--- src/rtl/bfw_pkg.sv ---
package bfw_pkg;
  localparam int REG_W       = 24;
  localparam int TGT_AW      = 19;
  localparam int WORD_W      = 16;
  localparam int ENTRY_WORDS = 6;

  localparam logic [2:0] KIND_Y    = 3'd0;
  localparam logic [2:0] KIND_LONG = 3'd1;
  localparam logic [2:0] KIND_X    = 3'd2;

  typedef enum logic [2:0] {
    ST_POLL,
    ST_OFS,
    ST_FETCH,
    ST_CHECK,
    ST_RDREG,
    ST_WRREG,
    ST_CLEAR
  } eng_state_t;
endpackage

--- src/rtl/bfw_spec_decode.sv ---
module bfw_spec_decode
  import bfw_pkg::*;
(
  input  logic [WORD_W-1:0] spec,
  output logic [REG_W-1:0]  mask,
  output logic [4:0]        shift,
  output logic [2:0]        kind,
  output logic              ok,
  output logic              full
);
  logic [4:0] off;
  logic [4:0] wcode;
  logic [5:0] wid;
  logic       wid_ok;

  assign off   = spec[15:11];
  assign wcode = spec[10:6];
  assign kind  = spec[5:3];
  assign shift = off;

  always_comb begin
    wid_ok = 1'b1;
    case (wcode)
      5'd0:                              wid = 6'(REG_W);
      5'd1, 5'd4, 5'd8, 5'd12, 5'd16, 5'd20: wid = {1'b0, wcode};
      default: begin
        wid    = '0;
        wid_ok = 1'b0;
      end
    endcase
  end

  for (genvar b = 0; b < REG_W; b++) begin : g_mask
    assign mask[b] = (b >= int'(off)) && (b < int'(off) + int'(wid));
  end

  assign ok   = wid_ok && (int'(off) < REG_W) && (kind <= KIND_X);
  assign full = &mask;
endmodule

--- src/rtl/bfw_field_merge.sv ---
module bfw_field_merge #(
  parameter int W = 24
) (
  input  logic [W-1:0] old_val,
  input  logic [W-1:0] data,
  input  logic [W-1:0] mask,
  input  logic [4:0]   shift,
  output logic [W-1:0] merged
);
  logic [W-1:0] placed;

  assign placed = data << shift;
  assign merged = (placed & mask) | (old_val & ~mask);
endmodule

--- src/rtl/smem_bitfield_writer.sv ---
module smem_bitfield_writer
  import bfw_pkg::*;
#(
  parameter int SM_AW       = 12,
  parameter int FLAG_ADDR   = 4,
  parameter int OFS_ADDR    = 5,
  parameter int VAR_BASE    = 16,
  parameter int MAX_ENTRIES = 32,
  parameter int CNT_W       = 6,
  parameter int ERR_W       = 8
) (
  input  logic              clk,
  input  logic              rst_n,
  input  logic [CNT_W-1:0]  entry_count,
  output logic              sm_req_valid,
  input  logic              sm_req_ready,
  output logic              sm_req_we,
  output logic [SM_AW-1:0]  sm_req_addr,
  output logic [15:0]       sm_req_wdata,
  input  logic              sm_rsp_valid,
  input  logic [15:0]       sm_rsp_data,
  output logic              rf_req_valid,
  input  logic              rf_req_ready,
  output logic              rf_req_we,
  output logic              rf_req_xsel,
  output logic [18:0]       rf_req_addr,
  output logic [23:0]       rf_req_wdata,
  input  logic              rf_rsp_valid,
  input  logic [23:0]       rf_rsp_data,
  output logic [ERR_W-1:0]  err_count
);
  localparam int IDX_W = $clog2(MAX_ENTRIES + 1);

  eng_state_t        st;
  logic              pend;
  logic              half;
  logic [SM_AW-1:0]  eptr;
  logic [IDX_W-1:0]  idx, lim, idx_nxt, cnt_lim;
  logic [2:0]        wsel;
  logic [WORD_W-1:0] words [ENTRY_WORDS];
  logic [REG_W-1:0]  old_q;
  logic [ERR_W-1:0]  err_q;

  logic [REG_W-1:0]  f_mask, f_data, f_new;
  logic [4:0]        f_shift;
  logic [2:0]        f_kind;
  logic              f_ok, f_full;
  logic              sm_acc, rf_acc, last_entry;

  bfw_spec_decode u_dec (
    .spec  (words[0]),
    .mask  (f_mask),
    .shift (f_shift),
    .kind  (f_kind),
    .ok    (f_ok),
    .full  (f_full)
  );

  assign f_data = half ? {words[4][7:0], words[5]} : {words[2][7:0], words[3]};

  bfw_field_merge #(.W(REG_W)) u_merge (
    .old_val (old_q),
    .data    (f_data),
    .mask    (f_mask),
    .shift   (f_shift),
    .merged  (f_new)
  );

  always_comb begin
    if (int'(entry_count) > MAX_ENTRIES) cnt_lim = IDX_W'(MAX_ENTRIES);
    else                                 cnt_lim = IDX_W'(entry_count);
  end

  assign idx_nxt    = idx + IDX_W'(1);
  assign last_entry = (idx_nxt == lim);

  // shared-memory request side
  always_comb begin
    sm_req_valid = !pend && (st == ST_POLL || st == ST_OFS ||
                             st == ST_FETCH || st == ST_CLEAR);
    sm_req_we    = (st == ST_CLEAR);
    sm_req_wdata = '0;
    case (st)
      ST_OFS:   sm_req_addr = SM_AW'(OFS_ADDR);
      ST_FETCH: sm_req_addr = eptr + SM_AW'(wsel);
      default:  sm_req_addr = SM_AW'(FLAG_ADDR);
    endcase
  end

  // register-file request side
  assign rf_req_valid = !pend && (st == ST_RDREG || st == ST_WRREG);
  assign rf_req_we    = (st == ST_WRREG);
  assign rf_req_xsel  = (f_kind == KIND_X) || (f_kind == KIND_LONG && !half);
  assign rf_req_addr  = {words[0][2:0], words[1]};
  assign rf_req_wdata = f_new;

  assign sm_acc    = sm_req_valid && sm_req_ready;
  assign rf_acc    = rf_req_valid && rf_req_ready;
  assign err_count = err_q;

  always_ff @(posedge clk) begin
    if (!rst_n) begin
      st    <= ST_POLL;
      pend  <= 1'b0;
      half  <= 1'b0;
      eptr  <= '0;
      idx   <= '0;
      lim   <= '0;
      wsel  <= '0;
      old_q <= '0;
      err_q <= '0;
      for (int i = 0; i < ENTRY_WORDS; i++) words[i] <= '0;
    end else begin
      case (st)
        ST_POLL: begin
          if (pend) begin
            if (sm_rsp_valid) begin
              pend <= 1'b0;
              if (sm_rsp_data != '0) begin
                lim <= cnt_lim;
                st  <= (cnt_lim == '0) ? ST_CLEAR : ST_OFS;
              end
            end
          end else if (sm_acc) pend <= 1'b1;
        end
        ST_OFS: begin
          if (pend) begin
            if (sm_rsp_valid) begin
              pend <= 1'b0;
              eptr <= SM_AW'(VAR_BASE) + sm_rsp_data[SM_AW-1:0];
              idx  <= '0;
              wsel <= '0;
              st   <= ST_FETCH;
            end
          end else if (sm_acc) pend <= 1'b1;
        end
        ST_FETCH: begin
          if (pend) begin
            if (sm_rsp_valid) begin
              pend        <= 1'b0;
              words[wsel] <= sm_rsp_data;
              if (wsel == 3'(ENTRY_WORDS - 1)) begin
                wsel <= '0;
                st   <= ST_CHECK;
              end else wsel <= wsel + 3'd1;
            end
          end else if (sm_acc) pend <= 1'b1;
        end
        ST_CHECK: begin
          half <= 1'b0;
          if (!f_ok) begin
            err_q <= err_q + ERR_W'(1);
            if (last_entry) st <= ST_CLEAR;
            else begin
              idx  <= idx_nxt;
              eptr <= eptr + SM_AW'(ENTRY_WORDS);
              st   <= ST_FETCH;
            end
          end else st <= f_full ? ST_WRREG : ST_RDREG;
        end
        ST_RDREG: begin
          if (pend) begin
            if (rf_rsp_valid) begin
              pend  <= 1'b0;
              old_q <= rf_rsp_data;
              st    <= ST_WRREG;
            end
          end else if (rf_acc) pend <= 1'b1;
        end
        ST_WRREG: begin
          if (rf_acc) begin
            if (f_kind == KIND_LONG && !half) begin
              half <= 1'b1;
              st   <= f_full ? ST_WRREG : ST_RDREG;
            end else if (last_entry) st <= ST_CLEAR;
            else begin
              idx  <= idx_nxt;
              eptr <= eptr + SM_AW'(ENTRY_WORDS);
              st   <= ST_FETCH;
            end
          end
        end
        ST_CLEAR: begin
          if (sm_acc) st <= ST_POLL;
        end
        default: st <= ST_POLL;
      endcase
    end
  end
endmodule

--- config.mk ---
export PLATFORM = sky130hd
export DESIGN_NAME = smem_bitfield_writer
export DESIGN_NICKNAME = d
export VERILOG_FILES = /design/src/rtl/bfw_pkg.sv /design/src/rtl/bfw_spec_decode.sv /design/src/rtl/bfw_field_merge.sv /design/src/rtl/smem_bitfield_writer.sv
export SDC_FILE = /design/constraint.sdc
export NUM_CORES = 1
export LEC_CHECK = 0
export BUFFER_PORTS_ARGS = -buffer_cell sky130_fd_sc_hd__buf_2
export CORE_MARGIN = 2
export CORE_UTILIZATION = 51
export DETAILED_ROUTE_END_ITERATION = 16
export GPL_ROUTABILITY_DRIVEN = 0
export PLACE_DENSITY_LB_ADDON = 0.08
export SYNTH_ARGS = -nofsm -noshare
export SYNTH_HDL_FRONTEND = slang
export SYNTH_SLANG_ARGS = --single-unit
--- constraint.sdc ---
create_clock -name clk -period 3.4 [get_ports clk]
set_input_delay 0.34 -clock clk [delete_from_list [all_inputs] [get_ports clk]]
set_output_delay 0.34 -clock clk [all_outputs]
set_load 0.02 [all_outputs]
### Word level (Yosys, flattened, before mapping)

Memories as Yosys holds them, arrays and structs flattened.
Cells that the tools add are included.

| cells by class | value |
|---|---|
| $add $sub $neg | 7 |
| order comparisons | 51 |
| equal/unequal tests | 31 |
| shifts and indexed selects | 1 |
| mux-type cells | 62 |
| bitwise operators | 5 |
| reductions and logical operators | 58 |

Operators by type and width:

| operator | number |
|---|---|
| $lt A5 B32 Y1 const A | 8 |
| $lt A6 B32 Y1 const A | 8 |
| $lt A4 B32 Y1 const A | 4 |
| $mux W12 | 6 |
| $mux W3 | 22 |
| $lt A3 B32 Y1 const A | 2 |
| $and A24 B24 Y24 | 2 |
| $mux W6 | 7 |
| $ge A4 B5 Y1 const A | 8 |
| $ge A5 B5 Y1 const A | 8 |
| $pmux W12 S3 | 1 |
| $lt A1 B32 Y1 const A | 1 |
| $lt A2 B32 Y1 const A | 1 |
| $logic_and A1 B1 Y1 | 31 |
| $mux W24 | 1 |
| $not A24 Y24 | 1 |
| $or A24 B24 Y24 | 1 |
| $pmux W12 S2 | 1 |
| $reduce_and A24 Y1 | 1 |
| $shl A24 B5 Y24 | 1 |
| $pmux W3 S7 | 1 |
| $ge A3 B5 Y1 const A | 4 |
| $ne A2 B2 Y1 const B | 10 |
| $pmux W6 S3 | 1 |
| 45 further kinds | 84 |

| storage, ports and cells | value |
|---|---|
| bits in registers | 64 |
| bits in writable memories | 96 |
| memories | 1 |

Memories:

| name | words | bits a word | read ports | clocked after memory_dff | write ports | line | text |
|---|---|---|---|---|---|---|---|
| words | 6 | 16 | 6 | 0 | 6 | smem_bitfield_writer.sv:40 | `logic [WORD_W-1:0] words [ENTRY_WORDS];` |

### Longest topological paths before layout

Gate-level depths: netlist of the first run.
An unclocked memory read counts as a cell.

| logic depth | value |
|---|---|
| word-level depth | 12 |
| gate-level depth with buffers | 13 |
| depth with buffers taken out | 12 |

### Hierarchy

From an unflattened synthesis of the first run, not the netlist that was laid out.

| unflattened totals | value |
|---|---|
| cells, all modules | 1031 |
| area total of the unflattened synthesis | 9417.8 µm² |

By module, submodules not included:

| module | instances | cells an instance | area an instance (µm²) | seq. area each (µm²) |
|---|---|---|---|---|
| smem_bitfield_writer | 1 | 730 | 7016.7 | 3683.5 |
| bfw_field_merge | 1 | 172 | 1466.4 | 0.0 |
| bfw_spec_decode | 1 | 129 | 934.6 | 0.0 |

### Worst setup path before layout of the first run

Ideal clock, no wire load.

| timing | value |
|---|---|
| path type | register -> output |
| start point | mem words[0][12] |
| end point | out rf_req_wdata[12] |
| data arrival time | 3.295 ns |
| required time | 3.060 ns |
| setup slack | -0.235 ns |
| stages on the path, launching flop included | 11 |
| buffers on the path | 3 |
| cell sequence | edfxtp_1 -> inv_1 -> buf_1 -> buf_1 -> fa_1 -> nor2b_1 -> o21ai_1 -> a31oi_1 -> buf_2 -> a21oi_1 -> o41ai_1 |

RTL lines:

| item | line | text |
|---|---|---|
| start: declaration | smem_bitfield_writer.sv:40 |  |
| end: declaration | smem_bitfield_writer.sv:27 | `output logic [23:0] rf_req_wdata,` |

==> results of run 1 <==
## layout make-up
class	instances	area, um^2
multi-input cells	817	5730
clock buffers	22	508
inverters	36	135
clock inverters	10	120
well taps	234	293
fillers	1576	7030
flip-flops and latches	144	3680
repair buffers	163	1080
## how the worst max path moves through the flow
stage	to	slack [ns]	depth (start not counted)
final	rf_req_wdata[22]	-0.13	14
after global routing	rf_req_wdata[22]	-0.27	14
after CTS	rf_req_wdata[22]	-0.08	14
after detailed placement	rf_req_wdata[9]	0.11	14
after global placement	rf_req_wdata[13]	0.17	14
after floorplan	rf_req_wdata[12]	0.003	10
## worst register-to-register path, cell delays in order, from the launching register on
cell and delay (ns):
edfxtp_1 0.42, nor2_1 0.11, nand2_1 0.07, nor3_2 0.11, ha_2 0.20, inv_2 0.04, fa_2 0.40, nor2b_4 0.17
o21ai_4 0.08, a31oi_4 0.22, buf_6 0.17, buf_6 0.12, nand3_4 0.07, buf_4 0.15, o311a_1 0.33, a21oi_1 0.11
## kinds of logic (layout without fill, tap and decap cells)
| family | count (synthesis) | after routing | synth area share [%] |
|---|---|---|---|
| AND/OR/NAND/NOR | 428 | 428 | 20.6 |
| AO/OA/AOI/OAI | 215 | 215 | 14.9 |
| XOR/XNOR | 37 | 37 | 3.39 |
| adder cells (fa/ha/maj) | 15 | 15 | 2.12 |
| flip-flops | 144 | 144 | 38.5 |
| buffers and inverters | 125 | 231 | 6.13 |
| other | 2 | 18 | 0.0785 |
| multiplexers | 104 | 104 | 14.3 |
## state kept, by name, summed over array words and instances (netlist names)
name,flops
half,1
wsel,3
lim,6
old_q,24
words,80
idx,6
st,3
err_count,8
pend,1
eptr,12
## placed cells by master (no fill, tap or decap), types with 23 or more instances in the layout
master / instances
nand2_1: 156
nor2_1: 123
buf_2: 99
edfxtp_1: 80
dfxtp_1: 63
a21oi_1: 56
mux2i_1: 51
buf_4: 40
inv_1: 30
o21ai_0: 28
nand3_1: 27
and2_1: 25
mux4_2: 23
## cells in the mapped netlist (9+ instances only)
master      n
ha_1       13
nand2_1   158
and2_1     25
nand2b_1   12
inv_1      31
buf_4      22
nor2b_1    10
mux2_2     19
nand4_1    11
a31oi_1    14
clkbuf_1   44
nor2_1    127
nor4_1      9
xnor2_1    17
mux2i_1    51
edfxtp_1   80
mux2_1     11
a21oi_1    63
buf_2      16
a211oi_1    9
xor2_1     20
o31ai_1    11
nor3_1     12
dfxtp_1    64
o21ai_0    32
nand3_1    28
mux4_2     23
## power breakdown
group	switching (mW)	internal (mW)	total, mW
Clock	0.750	1.22	1.97
Combinational	0.437	0.324	0.761
Sequential	0.0394	1.87	1.91
Total	1.23	3.42	4.64
## per-layer routing
| layer | routed length [um] | global-route usage (%) |
|---|---|---|
| met2 | 13500 | 45.0 |
| met3 | 1450 | 4.01 |
| met5 | 0 | 0 |
| met1 | 11600 | 35.1 |
| met4 | 549 | 7.89 |
## repair_timing
action | CTS | global route
pin swaps | 12 | 9
setup endpoints to repair | 23 | 24
gates cloned | 1 | 0
setup buffers | 10 | 1
gates resized for setup | 62 | 58
## through the flow
step,util (%),hold slack [ns],setup TNS [ns],instances
after floorplan,-,0.432,0,1086
after global placement,55.7,0.445,0,1382
after detailed placement,55.7,0.448,0,1382
after CTS,60.8,0.141,-0.538,1425
after global routing,62.2,0.146,-3.93,1426
final,62.2,0.152,-1.03,1426
==> results.cfg, run 1 <==
[outcome]
status = finished, violations left
violations = setup timing

[route]
drtAntennaViolNets = 0
routed_via_density = 5.94
dr.first_iter.drc_count = 562
post_drt_wl_per_cell_um = 19.0
first_pass_iters = 7
vias = 8476
wl_mm = 27.1
route.detailed.drc = 0

[pwr]
power_density_nw_per_um2 = 402
leakage_nw = 4.52
vdd_ir_drop_max_mv = 0.353
power_mw = 4.64

[synthesis]
ys_warn_count = 0
synthTopCellsByArea = edfxtp_1 (25%), dfxtp_1 (13%), nand2_1 (6.2%)
postSynthAreaPerCell_um2 = 8.94
synth_top_area_cell = edfxtp_1
synth_area_um2 = 9570
synth.distinct_cells = 77
synth_top_area_share_pct = 25.1
syn_inst = 1070
synth-async-reset-ratio_pct = 0
synth_ff_type = edfxtp_1
ys_seq_area_share_pct = 38.5
ys_ff_latch = 144
synth_edf_count = 80

[placement]
post-place-ws_ns = 0.106
io_buffers = 119
post_dp_cell_area_um2 = 10300
place_hpwl_mm = 19.4

[clock_network]
clock_path_buffers = 2
cts_buffers = 17
cts_tree = yes
cts_hold_buf = 0
clk_latency_ns = 0.42
clk_pin_slew_ns = 0.06
root_buffer = clkbuf_16
clock-sinks = 144
htreeDepth = 4

[sta]
skew_ns = 0.00866
slew_violations = 0
slew-limit-headroom_pct = 27.2
setup_viol = 19
fin_crit_sh_pct = 104
max_freq_ghz = 0.284
hold_viol_final = 0
tightestPinTransition_ns = 1.09
period_needed_ns = 3.53
setup_ws_ns = -0.126
rsz0062_at_grt = yes

[floorplanning]
num_rows = 50
die_area_um2 = 19900
pin_count = 136
die_y_um = 141
initial_core_util_pct = 51.5
die_w_um = 141
coreArea_um2 = 18600

[critical_path]
cp_max_fo = 6
crit_chain = nor2_1 -> nand2_1 -> nor3_2 -> ha_2 -> inv_2 -> fa_2 -> nand4bb_4 -> nor4_4 -> a31oi_4 -> buf_6 -> buf_4 -> o311ai_2 -> mux2_1 -> buf_2
startpoint_type = register
cp-startpoint = words[0][7]
critPathMaxStageDelay_ns = 0.42
end_kind = primary output
critPathTopFamily = simple AND/OR/NAND/NOR gates
path_buf_inv = 4
slowest_stage = edfxtp_1
r2r_cells = 15
arrival_ns = 3.19
r2r_start = words[0][7]
r2r_slack_ns = 0.57
critPathRequiredTime_ns = 3.06
r2r-end = st[0]
path_class = register to primary output

[global_routing]
grt_pass1_vias = 7722
grt_overflow = 0
grt_usage_pct = 26.5
grt_first_pass_wirelength_mm = 41.2
grt_max_degree = 52
antenna_found_initial = 0

[hold_path]
min_from = rf_rsp_data[2]
holdPathStages = 3
holdPathEnd = old_q[2]
hp-class = input pin to register

[finish]
nets = 1246
layout-drive-gt1-share_pct = 25.3
syn_to_final_growth_pct = 20.7
n_antenna_cell = 0
fin_area_um2 = 11600

[flow_run]
drv_cap = 0
Note: power is estimated with default switching activity, not from simulation.
==> run 2: changes to the inputs <==
CELL_PAD_IN_SITES_DETAIL_PLACEMENT = 2   (was unset)
CELL_PAD_IN_SITES_GLOBAL_PLACEMENT = 2   (was unset)
CORE_UTILIZATION = 32   (was 51)
==> results.cfg, run 2 (synthesis results as in run 1) <==
[outcome]
status = finished, violations left
violations = setup timing

[sta]
fin_setup_tns_ns = -2.61
setup_viol = 24
tightestPinTransition_ns = 1.19
setup_ws_ns = -0.208
slew_violations = 0
whs_ns = 0.138
hold_viol_final = 0
fin_crit_sh_pct = 106
max_freq_ghz = 0.277
rsz0062_at_grt = yes
period_needed_ns = 3.61
skew_ns = 0.0140
slew-limit-headroom_pct = 20.3

[route]
wl_mm = 36.0
post_drt_wl_per_cell_um = 22.6
dr.first_iter.drc_count = 557
routed_via_density = 5.47
route.detailed.drc = 0
vias = 8700
drtAntennaViolNets = 0
first_pass_iters = 4

[finish]
largestRegisters = words: 80 flops, old_q: 24 flops, eptr: 12 flops
largest_register_ffs = 80
nets = 1255
final_cell_mix = nand2_1 (156), nor2_1 (122), buf_2 (103)
n_antenna_cell = 0
top_register = words
fin_cells = 1591
layout-drive-gt1-share_pct = 26.8
syn_to_final_growth_pct = 22.9
final_common_cell = nand2_1

[floorplanning]
initial_core_util_pct = 32.4
die_area_um2 = 31300
die_w_um = 177
coreArea_um2 = 29600
die_y_um = 177
num_rows = 63
pin_count = 136

[placement]
io_buffers = 119
place_hpwl_mm = 26.7
place_inst = 1549

[critical_path]
critPathMaxStageDelay_ns = 0.40
startpoint_type = register
critPathTopFamily = compound AO/OA/AOI/OAI gates
arrival_ns = 3.27
crit_chain = nor2_2 -> nand2_1 -> nor3_2 -> ha_2 -> inv_2 -> fa_2 -> nor2b_2 -> o21ai_2 -> a31oi_4 -> buf_6 -> a21oi_1 -> a211oi_2 -> mux2_2 -> buf_2
path_buf_inv = 3
critPathRequiredTime_ns = 3.06
cp_max_fo = 8
end_kind = primary output
slowest_stage = edfxtp_1
path_class = register to primary output

[clock_network]
cts_buffers = 17
cts_tree = yes
htreeDepth = 4
root_buffer = clkbuf_16
clock_path_buffers = 2
clk_pin_slew_ns = 0.07
clock-sinks = 144
clk_latency_ns = 0.44

[global_routing]
grt_max_degree = 52
grt_first_pass_wirelength_mm = 56.0
grt_pass1_vias = 9214
antenna_found_initial = 0
grt_usage_pct = 23.5
grt_overflow = 0

[pwr]
vdd_ir_drop_max_mv = 0.325
leakage_nw = 4.54
power_density_nw_per_um2 = 392

[flow_run]
drv_cap = 0

[hold_path]
hp-class = input pin to register
[run 2: changes by cell type in the layout (fill, tap and decap cells not counted), moves of 3 or more]
| cell | previous run | this run |
|---|---|---|
| buf_2 | 99 | 103 |
| buf_4 | 40 | 50 |
| buf_6 | 22 | 17 |
| clkbuf_16 | 20 | 17 |
| clkinvlp_4 | 0 | 4 |
| inv_8 | 0 | 3 |
| o21ai_1 | 8 | 5 |
| o21ai_2 | 1 | 4 |
[run 2: stage by stage]
stage	utilization [%]	total power [mW]	area [um^2]	worst slack (ns)
CTS	39.3	4.62	11600	-0.195
finish	39.8	4.61	11800	-0.208
global placement	35.9	2.62	10600	0.110
global route	39.8	4.78	11800	-0.363
detailed placement	35.9	2.63	10600	0.0319
floorplan	-	2.39	9640	0.00278
[run 2: path summary, 6_finish.rpt]
kind                            slack [ns]            from              end  cells past startpoint
worst min register to register        0.46        old_q[4]         old_q[4]                      2
worst max-delay path                 -0.21     words[0][7]  rf_req_wdata[9]                     14
worst max register to register        0.49     words[0][7]            st[0]                     14
worst min-delay path                  0.14  rf_rsp_data[0]         old_q[0]                      3
[run 2: layout make-up]
cell class                 instances  area (um^2)
clock buffer                      17          425
clock inverter                    15          150
fill                            3321        17800
inverter                          36          135
multi-input combinational        817         5760
sequential                       144         3680
tap                              390          488
timing repair buffer             172         1120
[run 2: where the power goes]
group,internal [mW],switching [mW]
Combinational,0.323,0.473
Sequential,1.87,0.0455
Clock,1.03,0.866
Total,3.22,1.38
[run 2: metal layers]
metal | GRT usage (%) | vias to the layer above | wire length (um)
met5 | 0 | - | 0
met4 | 7.30 | 0 | 810
met3 | 3.35 | 51 | 1040
met2 | 41.8 | 167 | 18600
met1 | 29.3 | 4414 | 15500
li1 | - | 4068 | -
[run 2: worst min-delay path, stage by stage]
cell and delay (ns):
buf_2 0.10, nand2_1 0.05, a21oi_1 0.05
[run 2: timing repair]
action,in CTS,in global routing
cloned,1,0
setup endpoints to repair,24,24
gates resized for setup,89,33
buffers inserted,7,2
hold endpoints to repair,0,0
hold buffers,0,0
pin swaps,13,5
